[config.mk]
export PLATFORM = sky130hd
export DESIGN_NAME = spi_port
export DESIGN_NICKNAME = d
export VERILOG_FILES = /design/src/rtl/spi_port_pkg.sv /design/src/rtl/spi_port_sync.sv /design/src/rtl/spi_port_clkdiv.sv /design/src/rtl/spi_port_shifter.sv /design/src/rtl/spi_port.sv
export SDC_FILE = /design/constraint.sdc
export NUM_CORES = 1
export LEC_CHECK = 0
export BUFFER_PORTS_ARGS = -buffer_cell sky130_fd_sc_hd__buf_2
export CAP_MARGIN = 20
export CORE_UTILIZATION = 25
export CTS_CLUSTER_SIZE = 16
export DETAILED_ROUTE_END_ITERATION = 10
export PLACE_DENSITY = 0.51
export SKIP_CTS_REPAIR_TIMING = 1
export SYNTH_ARGS = -nofsm -noshare
export SYNTH_HDL_FRONTEND = slang
export SYNTH_HIERARCHICAL = 1
export SYNTH_SLANG_ARGS = --single-unit
export TNS_END_PERCENT = 10
[constraint.sdc]
create_clock -name clk -period 2.23 [get_ports clk]
set_input_delay 0.3345 -clock clk [delete_from_list [all_inputs] [get_ports clk]]
set_output_delay 0.3345 -clock clk [all_outputs]
set_load 0.03 [all_outputs]
[src/rtl/spi_port_pkg.sv]
package spi_port_pkg;
  localparam int ADDR_W   = 2;
  localparam int HALF_MAX = 64;
  localparam int HALF_W   = $clog2(HALF_MAX + 1);

  localparam logic [ADDR_W-1:0] A_CTRL = 2'd0;
  localparam logic [ADDR_W-1:0] A_STAT = 2'd1;
  localparam logic [ADDR_W-1:0] A_DATA = 2'd2;

  typedef struct packed {
    logic [1:0] rate;
    logic       irq_en;
    logic       lsb_first;
    logic       master;
    logic       enable;
  } ctrl_t;

  localparam int CTRL_W = $bits(ctrl_t);

  // SCK half period in system clocks for each rate code
  function automatic logic [HALF_W-1:0] half_of(input logic [1:0] rate);
    case (rate)
      2'd0:    half_of = HALF_W'(2);
      2'd1:    half_of = HALF_W'(8);
      2'd2:    half_of = HALF_W'(32);
      default: half_of = HALF_W'(HALF_MAX);
    endcase
  endfunction
endpackage

[src/rtl/spi_port_sync.sv]
module spi_port_sync #(
  parameter int           W       = 1,
  parameter logic [W-1:0] RST_VAL = '0
) (
  input  logic         clk,
  input  logic         rst_n,
  input  logic [W-1:0] d,
  output logic [W-1:0] q
);
  logic [W-1:0] meta_q;

  always_ff @(posedge clk or negedge rst_n) begin
    if (!rst_n) begin
      meta_q <= RST_VAL;
      q      <= RST_VAL;
    end else begin
      meta_q <= d;
      q      <= meta_q;
    end
  end
endmodule

[src/rtl/spi_port_clkdiv.sv]
module spi_port_clkdiv #(
  parameter int CW = 7
) (
  input  logic          clk,
  input  logic          rst_n,
  input  logic          run,
  input  logic          restart,
  input  logic [CW-1:0] half,
  output logic          tick
);
  logic [CW-1:0] cnt_q, cnt_d;
  logic          wrap;

  assign wrap = (cnt_q == half - CW'(1));
  assign tick = run & wrap;

  always_comb begin
    cnt_d = cnt_q;
    if (restart || !run) cnt_d = '0;
    else if (wrap)       cnt_d = '0;
    else                 cnt_d = cnt_q + CW'(1);
  end

  always_ff @(posedge clk or negedge rst_n) begin
    if (!rst_n) cnt_q <= '0;
    else        cnt_q <= cnt_d;
  end

  // half period is at least two clocks, so edges never come back to back
  p_tick_gap_r3: assert property (@(posedge clk) disable iff (!rst_n)
    tick |=> !tick);
endmodule

[src/rtl/spi_port_shifter.sv]
module spi_port_shifter #(
  parameter int DW = 8
) (
  input  logic                  clk,
  input  logic                  rst_n,
  input  logic                  load,
  input  logic [DW-1:0]         load_data,
  input  logic                  lsb_first,
  input  logic                  sample_en,
  input  logic                  sample_bit,
  input  logic                  shift_en,
  input  logic                  cnt_clr,
  output logic [DW-1:0]         data,
  output logic                  out_bit,
  output logic                  last,
  output logic [$clog2(DW)-1:0] bit_cnt
);
  localparam int CNTW = $clog2(DW);

  logic [DW-1:0]   sreg_q, sreg_d;
  logic            in_q, in_d;
  logic [CNTW-1:0] cnt_q, cnt_d;

  assign data    = sreg_q;
  assign bit_cnt = cnt_q;
  assign out_bit = lsb_first ? sreg_q[0] : sreg_q[DW-1];
  assign last    = shift_en & (cnt_q == CNTW'(DW - 1));

  always_comb begin
    sreg_d = sreg_q;
    if (load)
      sreg_d = load_data;
    else if (shift_en)
      sreg_d = lsb_first ? {in_q, sreg_q[DW-1:1]} : {sreg_q[DW-2:0], in_q};
  end

  always_comb begin
    in_d = sample_en ? sample_bit : in_q;
  end

  always_comb begin
    cnt_d = cnt_q;
    if (cnt_clr || last) cnt_d = '0;
    else if (shift_en)   cnt_d = cnt_q + CNTW'(1);
  end

  always_ff @(posedge clk or negedge rst_n) begin
    if (!rst_n) begin
      sreg_q <= '0;
      in_q   <= 1'b0;
      cnt_q  <= '0;
    end else begin
      sreg_q <= sreg_d;
      in_q   <= in_d;
      cnt_q  <= cnt_d;
    end
  end

  // the bit captured on the rising edge enters the register on the falling edge
  p_capture_msb_r5: assert property (@(posedge clk) disable iff (!rst_n)
    (shift_en && !load && !lsb_first) |=> (sreg_q[0] == $past(in_q)));
  p_capture_lsb_r5: assert property (@(posedge clk) disable iff (!rst_n)
    (shift_en && !load && lsb_first) |=> (sreg_q[DW-1] == $past(in_q)));
endmodule

[src/rtl/spi_port.sv]
module spi_port
  import spi_port_pkg::*;
#(
  parameter int DW = 8
) (
  input  logic              clk,
  input  logic              rst_n,
  input  logic [ADDR_W-1:0] cpu_addr,
  input  logic              cpu_we,
  input  logic              cpu_re,
  input  logic [DW-1:0]     cpu_wdata,
  output logic [DW-1:0]     cpu_rdata,
  output logic              irq,
  input  logic              sck_in,
  output logic              sck_out,
  output logic              sck_oe,
  input  logic              mosi_in,
  output logic              mosi_out,
  output logic              mosi_oe,
  input  logic              miso_in,
  output logic              miso_out,
  output logic              miso_oe,
  input  logic              ss_n
);
  localparam int CNTW = $clog2(DW);

  // reset: asserted asynchronously, released on the clock
  logic [1:0] rst_pipe_q;
  logic       rst_i;
  always_ff @(posedge clk or negedge rst_n) begin
    if (!rst_n) rst_pipe_q <= '0;
    else        rst_pipe_q <= {rst_pipe_q[0], 1'b1};
  end
  assign rst_i = rst_pipe_q[1];

  // slave-side inputs through two flops
  logic ss_s, sck_s, mosi_s;
  spi_port_sync #(.W(3), .RST_VAL(3'b100)) u_sync (
    .clk(clk), .rst_n(rst_i),
    .d({ss_n, sck_in, mosi_in}),
    .q({ss_s, sck_s, mosi_s})
  );

  ctrl_t ctrl_q, ctrl_d;
  logic  busy_q, busy_d, sck_q, sck_d, sck_p_q;
  logic  spif_q, spif_d, wcol_q, wcol_d, armed_q, armed_d;

  logic m_mode, s_sel, tick, m_rise, m_fall, s_rise, s_fall;
  logic dwr, daccess, sread, load, coll, flag_clr, cnt_clr;
  logic sh_out, sh_last;
  logic [DW-1:0]   sh_data;
  logic [CNTW-1:0] sh_cnt;

  assign m_mode   = ctrl_q.enable & ctrl_q.master;
  assign s_sel    = ctrl_q.enable & ~ctrl_q.master & ~ss_s;
  assign m_rise   = tick & ~sck_q;
  assign m_fall   = tick & sck_q;
  assign s_rise   = s_sel & sck_s & ~sck_p_q;
  assign s_fall   = s_sel & ~sck_s & sck_p_q;

  assign dwr      = cpu_we & (cpu_addr == A_DATA);
  assign daccess  = (cpu_we | cpu_re) & (cpu_addr == A_DATA);
  assign sread    = cpu_re & (cpu_addr == A_STAT);
  assign load     = dwr & ~busy_q;
  assign coll     = dwr & busy_q;
  assign flag_clr = daccess & armed_q;
  assign cnt_clr  = load | ~(m_mode | s_sel);

  spi_port_clkdiv #(.CW(HALF_W)) u_div (
    .clk(clk), .rst_n(rst_i),
    .run(busy_q & m_mode), .restart(load),
    .half(half_of(ctrl_q.rate)), .tick(tick)
  );

  spi_port_shifter #(.DW(DW)) u_shift (
    .clk(clk), .rst_n(rst_i),
    .load(load), .load_data(cpu_wdata),
    .lsb_first(ctrl_q.lsb_first),
    .sample_en(m_rise | s_rise),
    .sample_bit(m_mode ? miso_in : mosi_s),
    .shift_en(m_fall | s_fall),
    .cnt_clr(cnt_clr),
    .data(sh_data), .out_bit(sh_out), .last(sh_last), .bit_cnt(sh_cnt)
  );

  // next state
  always_comb begin
    ctrl_d = ctrl_q;
    if (cpu_we && cpu_addr == A_CTRL) ctrl_d = ctrl_t'(cpu_wdata[CTRL_W-1:0]);

    busy_d = busy_q;
    if (m_mode) begin
      if (load)         busy_d = 1'b1;
      else if (sh_last) busy_d = 1'b0;
    end else if (s_sel) begin
      if (sh_last)      busy_d = 1'b0;
      else if (s_rise)  busy_d = 1'b1;
    end else begin
      busy_d = 1'b0;
    end

    sck_d = sck_q;
    if (!m_mode || load)     sck_d = 1'b0;
    else if (m_rise||m_fall) sck_d = ~sck_q;

    spif_d = spif_q;
    if (sh_last)       spif_d = 1'b1;
    else if (flag_clr) spif_d = 1'b0;

    wcol_d = wcol_q;
    if (coll)          wcol_d = 1'b1;
    else if (flag_clr) wcol_d = 1'b0;

    armed_d = armed_q;
    if (flag_clr)                      armed_d = 1'b0;
    else if (sread && (spif_q|wcol_q)) armed_d = 1'b1;
  end

  always_ff @(posedge clk or negedge rst_i) begin
    if (!rst_i) begin
      ctrl_q  <= '0;
      busy_q  <= 1'b0;
      sck_q   <= 1'b0;
      sck_p_q <= 1'b0;
      spif_q  <= 1'b0;
      wcol_q  <= 1'b0;
      armed_q <= 1'b0;
    end else begin
      ctrl_q  <= ctrl_d;
      busy_q  <= busy_d;
      sck_q   <= sck_d;
      sck_p_q <= sck_s;
      spif_q  <= spif_d;
      wcol_q  <= wcol_d;
      armed_q <= armed_d;
    end
  end

  // outputs
  assign irq      = ctrl_q.irq_en & spif_q;
  assign sck_out  = sck_q;
  assign sck_oe   = m_mode;
  assign mosi_out = sh_out;
  assign mosi_oe  = m_mode;
  assign miso_out = sh_out;
  assign miso_oe  = s_sel;

  always_comb begin
    cpu_rdata = '0;
    case (cpu_addr)
      A_CTRL:  cpu_rdata[CTRL_W-1:0] = ctrl_q;
      A_STAT:  cpu_rdata[1:0]        = {wcol_q, spif_q};
      A_DATA:  cpu_rdata             = sh_data;
      default: cpu_rdata             = '0;
    endcase
  end

  // the done flag appears only once the exchange has stopped
  p_done_idle_r2: assert property (@(posedge clk) disable iff (!rst_i)
    $rose(spif_q) |-> !busy_q);
  // master SCK rests low whenever no exchange runs
  p_sck_rest_r2: assert property (@(posedge clk) disable iff (!rst_i)
    (m_mode && !busy_q) |-> !sck_q);
  // a colliding write does not stop the exchange in flight
  p_coll_keep_r7: assert property (@(posedge clk) disable iff (!rst_i)
    (m_mode && coll && !sh_last) |=> busy_q);
  // done holds until the clear sequence completes
  p_done_hold_r8: assert property (@(posedge clk) disable iff (!rst_i)
    (spif_q && !flag_clr) |=> spif_q);
  // deselecting a slave returns the bit counter to zero
  p_desel_cnt_r10: assert property (@(posedge clk) disable iff (!rst_i)
    (!m_mode && !s_sel) |=> (sh_cnt == '0));
endmodule

==> results of run 1 <==
## through the flow
stage	hold slack [ns]	total power [uW]	util (%)	cells	cell area [um2]
after global routing	0.112	2430	33.4	392	2940
after detailed placement	0.122	1660	31.1	379	2740
after global placement	0.120	1650	31.1	379	2740
final	0.135	2290	33.4	392	2940
after floorplan	0.0389	1450	-	228	2370
after CTS	-0.201	2290	32.5	387	2860
## power by group through the flow
stage	Sequential (uW)	Combinational, uW	Clock, uW
floorplan	924	530	0
global placement	951	701	0
detailed placement	953	707	0
CTS	939	710	646
global route	960	789	682
finish	942	719	625
## synth_stat cells, drive strengths merged (4+ instances only)
library cell / instances
xnor2: 7
nor3: 4
mux2: 9
dfrtp: 37
nand2: 19
inv: 9
nor2b: 5
ha: 4
nor2: 16
and3: 4
nor3b: 4
o21ai: 4
and2: 6
mux2i: 14
o211ai: 12
nand3: 5
or3b: 9
xor2: 5
buf: 8
a21oi: 6
nand2b: 5
## metal layers
metal | wire length, um | share of wire [%] | vias up | track usage, %
met1 | 2660 | 51 | 869 | 16.0
met5 | 0 | 0 | - | 0
met3 | 191 | 3.6 | 4 | 3.38
met2 | 2340 | 45 | 29 | 18.0
li1 | - | - | 890 | -
met4 | 53 | 1.0 | 0 | 3.85
## state kept, by name, summed over array words and instances, names as in the netlist, 2 cells and up
| signal | count |
|---|---|
| ctrl_q | 6 |
| rst_pipe_q | 2 |
| u_div/cnt_q | 7 |
| u_shift/bit_cnt | 3 |
| u_shift/data | 8 |
| u_sync/meta_q | 3 |
| u_sync/q | 3 |
## critical path, stage by stage, from the launching register on
cell and delay [ns]:
dfrtp_2 0.45, nor2_4 0.15, inv_2 0.06, ha_4 0.17, xnor3_1 0.20, and3_4 0.19, o21ai_4 0.06, a2111oi_4 0.31
and2_4 0.22, a32o_2 0.20, and2_4 0.18, nor3_2 0.04, a222oi_1 0.29
## final cells by class
cell class                 instances  area (um2)
clock inverter                     2        35.0
timing repair buffer              57         354
inverter                           9        33.8
multi-input combinational        171        1320
tap                              108         135
sequential                        39         981
clock buffer                       6        82.6
fill                             918        5860
## worst max path at each step
stage	start	endpoint	cells past startpoint
2_1_floorplan	ctrl_q[5]$_DFFE_PN0P_	busy_q$_DFFE_PN0P_	13
3_5_place_dp	ctrl_q[5]$_DFFE_PN0P_	u_shift/data[1]$_DFFE_PN0P_	14
3_3_place_gp	ctrl_q[4]$_DFFE_PN0P_	u_shift/data[1]$_DFFE_PN0P_	14
6_report	ctrl_q[4]$_DFFE_PN0P_	busy_q$_DFFE_PN0P_	12
4_1_cts	ctrl_q[5]$_DFFE_PN0P_	u_shift/data[0]$_DFFE_PN0P_	14
5_1_grt	ctrl_q[4]$_DFFE_PN0P_	busy_q$_DFFE_PN0P_	12
## cells by family (layout without fill, tap and decap cells)
family                   Yosys count  count (layout)
AO/OA/AOI/OAI                     33              34
XOR/XNOR                          13              13
adder cells (fa/ha/maj)            4               4
buffers and inverters             19              74
flip-flops                        39              39
multiplexers                      23              23
other                              2              13
AND/OR/NAND/NOR                   84              84
==> reports/qor.txt, run 1 <==
status - finished with violations
failing checks - design-rule violations, negative setup slack
dominant cells by area after synthesis - dfrtp_1 40%, mux2i_1 6.1%, mux2_2 4.4%
final count of hold timing violations - 0
Reg-to-Reg Start - ctrl_q[4]$_DFFE_PN0P_
DR pass1 iterations - 9
Post-Synth XOR/XNOR Area - 5.58%
CTS tree - done
Logic pwr share - 31.5%
Die ar. - 9540 um2
worst path arrival time - 2.82 ns
setup slack at placement - -0.449 ns
switch share - 33.3%
initial antenna violation count - 0
Critical Path RT - 2.42 ns
hold path cells - 1
Syn. warnings - 6
DRC - 8
via count - 1792
minimum clock period - 2.63 ns
clock share of power - 27.3%
Final TNS setup - -4.32 ns
r2r setup slk - -0.40 ns
P&R area growth vs syn - 28.6%
NumNets Final - 305
#FFs+latches synth - 39
Leakage Power - 0.00137 uW
CP Max Fanout - 6
multiplexer share of the synthesized area - 10.6%
Placer Congestion - 0.759
number of synthesized flops with an enable pin - 0
Flop pwr share - 41.2%
RR Endpoint - busy_q$_DFFE_PN0P_
count of buffers inserted at the top-level ports - 32
Mapped Avg Cell Area - 10.5 um2
top cell type's share of synthesized area - 40.5%
Async SR Flop Fraction - 100%
post-route ant nets - 0
initial core utilization - 26.0%
area of the core - 8810 um2
Final setup viols - 14
cell count after synthesis - 217
clk sinks - 39
Setup crit start kind - flop
hold path start - ss_n
post-synthesis sequential area ratio - 42.8%
Post-synth top flop - dfrtp_1
most frequent cells in the layout - 35 x dfrtp_1, 32 x buf_2, 23 x buf_4
root buf cell - clkbuf_8
ANT cells - 0
fin. max-slew vios - 0
Power per Cell Area - 777 nW/um2
most common cell after layout, fill and taps aside - dfrtp_1
gr usage total - 11.8%
Clock Path Buffers - 2
mapped cell area - 2290 um2
Post-Synth Simple-Gate Area - 22.0%
Vias/cell - 4.57
Die Y - 97.7 um
clock slew at reported path FFs - 0.08 ns
largest family of logic cells by synthesized area - simple AND/OR/NAND/NOR gates
first-pass GRT wire length - 8800 um
later-pin clock latency in the skew report - 0.29 ns
row count - 34
cell count of the worst reg-to-reg path - 12
Compound-Gate Fraction of Synth Area - 11.6%
Final Skew - 0.00330 ns
Max Freq - 380 MHz
RSZ-0062 raised after global routing - yes
worst hold path type - in -> reg
maximum vdd drop - 0.274 mV
Synth Area in Adders - 2.19%
worst setup slack after layout - -0.400 ns
share of layout cells above drive strength 1 - 37.0%
GRT overflow - 0
Yosys cell types - 49
Yosys top cell by area - dfrtp_1
max cap viols - 0
drt initial violations - 80
DR WL/cell - 13.4 um
Int Power - 1530 uW
vias in the first global route - 1789
Hold EP - u_sync/meta_q[2]$_DFF_PN1_
final cycle utilization of the critical path - 118%
# IOs - 33
crit end category - flop
Die Wd - 97.7 um
CTS Buf Count - 5
Crit Path Class - reg -> reg
H-tree lvl count - 2
pin count of the biggest net entering global routing - 38
Final Routed Wirelength - 5250 um
post-DP HPWL - 3810 um
sw power - 760 uW
Power figures use the tool's default switching activity.
==> run 2: changes to the inputs <==
Settings changed: CORE_UTILIZATION 25 to 61, PLACE_DENSITY 0.51 to 0.94.
==> reports/qor.txt, run 2 (synthesis results as in run 1) <==
worst path arrival time - 2.92 ns (was 2.82 ns)
# IOs - 33 (unchanged)
crit end category - flop (unchanged)
Vias/cell - 5.66 (was 4.57)
worst setup path startpoint - ctrl_q[4]$_DFFE_PN0P_ (unchanged)
pin count of the biggest net entering global routing - 35 (was 38)
later-pin clock latency in the skew report - 0.30 ns (was 0.29 ns)
Crit Path Class - reg -> reg (unchanged)
drt initial violations - 141 (was 80)
RSZ-0062 raised after global routing - yes (unchanged)
cell count of the worst reg-to-reg path - 13 (was 12)
r2r setup slk - -0.48 ns (was -0.40 ns)
area of the core - 3470 um2 (was 8810 um2)
failing checks - negative setup slack (was design-rule violations, negative setup slack)
Setup crit start kind - flop (unchanged)
placed cell count - 313 (was 379)
worst hold path type - reg -> async (was in -> reg)
final instance area - 2790 um2 (was 2940 um2)
clock slew at reported path FFs - 0.08 ns (about the same)
post-DP HPWL - 3440 um (was 3810 um)
final count of hold timing violations - 0 (unchanged)
via count - 1829 (was 1792)
Power per Cell Area - 804 nW/um2 (was 777 nW/um2)
fin. max-slew vios - 0 (unchanged)
CTS Buf Count - 5 (unchanged)
GRT overflow - 0 (unchanged)
clk sinks - 39 (unchanged)
Filler cells - 227 (was 918)
CP Max Fanout - 7 (was 6)
maximum vdd drop - 0.463 mV (was 0.274 mV)
Clock Path Buffers - 2 (unchanged)
Final Routed Wirelength - 4860 um (was 5250 um)
Final Skew - 0.00629 ns (was 0.00330 ns)
first-pass GRT wire length - 8090 um (was 8800 um)
DR WL/cell - 15.0 um (was 13.4 um)
status - finished with violations (unchanged)
root buf cell - clkbuf_8 (unchanged)
DRC - 0 (was 8)
most frequent cells in the layout - 35 x dfrtp_1, 32 x buf_2, 19 x nand2_1 (was 35 x dfrtp_1, 32 x buf_2, 23 x buf_4)
H-tree lvl count - 2 (unchanged)
FF+latch area - 981 um2 (unchanged)
ANT cells - 0 (unchanged)
Layout Cells excl Fill - 323 (was 392)
NumNets Final - 298 (was 305)
Final setup viols - 14 (unchanged)
most common cell after layout, fill and taps aside - dfrtp_1 (unchanged)
row count - 21 (was 34)
final cycle utilization of the critical path - 121% (was 118%)
worst setup slack after layout - -0.477 ns (was -0.400 ns)
DR pass1 iterations - 4 (was 9)
multi-input combinational cell area - 1290 um2 (was 1320 um2)
post-route ant nets - 0 (unchanged)
Util after Layout - 80.3% (was 33.4%)
max cap viols - 0 (unchanged)
count of buffers inserted at the top-level ports - 32 (unchanged)
vias in the first global route - 1758 (was 1789)
Reg-to-Reg Start - ctrl_q[4]$_DFFE_PN0P_ (unchanged)
placed standard-cell area - 2630 um2 (was 2740 um2)
CTS tree - done (unchanged)
minimum clock period - 2.71 ns (was 2.63 ns)
Leakage Power - 0.00134 uW (was 0.00137 uW)
share of layout cells above drive strength 1 - 35.0% (was 37.0%)
Placer Congestion - 0.832 (was 0.759)
initial core utilization - 66.0% (was 26.0%)
initial antenna violation count - 0 (unchanged)
total power - 2240 uW (was 2290 uW)
Die ar. - 4000 um2 (was 9540 um2)
setup slack at placement - -0.457 ns (was -0.449 ns)
RR Endpoint - u_shift/data[5]$_DFFE_PN0P_ (was busy_q$_DFFE_PN0P_)
Worst Setup EP - u_shift/data[5]$_DFFE_PN0P_ (was busy_q$_DFFE_PN0P_)
Die Wd - 63.3 um (was 97.7 um)
Die Y - 63.3 um (was 97.7 um)
P&R area growth vs syn - 21.7% (was 28.6%)
Max Freq - 369 MHz (was 380 MHz)
gr usage total - 26.4% (was 11.8%)
Largest register FFs - 8 (unchanged)
Critical Path RT - 2.44 ns (was 2.42 ns)
==> run 2: metrics by stage <==
step | setup TNS (ns) | hold slack, ns
finish | -5.34 | 0.0542
detailed placement | -4.88 | 0.0557
global route | -6.68 | 0.0802
floorplan | -4.03 | 0.0389
global placement | -3.45 | 0.0482
CTS | -5.20 | -0.203
==> run 2: final cells by class <==
| type | count | area share [%] |
|---|---|---|
| Clock buffer | 5 | 2.47 |
| Inverter | 9 | 1.21 |
| Sequential cell | 39 | 35.2 |
| Timing Repair Buffer | 51 | 11.0 |
| Tap cell | 46 | 2.07 |
| Clock inverter | 3 | 1.57 |
| Multi-Input combinational cell | 170 | 46.5 |
==> run 2: critical path: stages, from the launching register on <==
cell	delay, ns
dfrtp_2	0.45
nor2_4	0.15
inv_2	0.06
ha_4	0.18
xnor3_1	0.19
and3_1	0.19
o21ai_2	0.15
a2111oi_4	0.10
and2_4	0.16
a32o_2	0.28
buf_4	0.15
buf_4	0.14
or3b_1	0.34
o211ai_1	0.10
==> run 2: per-layer routing <==
layer  vias up  track usage (%)  part of all wire (%)
met3         4             5.62                   4.6
met5         -                0                     0
li1        871                -                     -
met1       899             31.9                    43
met4         0             8.52                   1.0
met2        55             46.6                    52
==> run 2: where the power goes <==
part / internal, uW / total [uW] / switching [uW] / leakage (uW)
clock network: 333 / 590 / 257 / 0.0000581
registers: 821 / 973 / 152 / 0.000489
logic: 326 / 677 / 351 / 0.000789
==> run 2: worst min path at each step <==
| stage | endpoint | depth (start not counted) | startpoint | slack [ns] |
|---|---|---|---|---|
| after floorplan | rst_pipe_q[0]$_DFF_PN0_ | 0 | rst_n | 0.04 |
| after global routing | u_sync/meta_q[1]$_DFF_PN0_ | 0 | rst_pipe_q[1]$_DFF_PN0_ | 0.08 |
| after detailed placement | u_sync/meta_q[1]$_DFF_PN0_ | 0 | rst_pipe_q[1]$_DFF_PN0_ | 0.06 |
| after CTS | rst_pipe_q[0]$_DFF_PN0_ | 1 | rst_n | -0.20 |
| final | u_sync/q[1]$_DFF_PN0_ | 0 | rst_pipe_q[1]$_DFF_PN0_ | 0.05 |
| after global placement | u_sync/meta_q[1]$_DFF_PN0_ | 0 | rst_pipe_q[1]$_DFF_PN0_ | 0.05 |
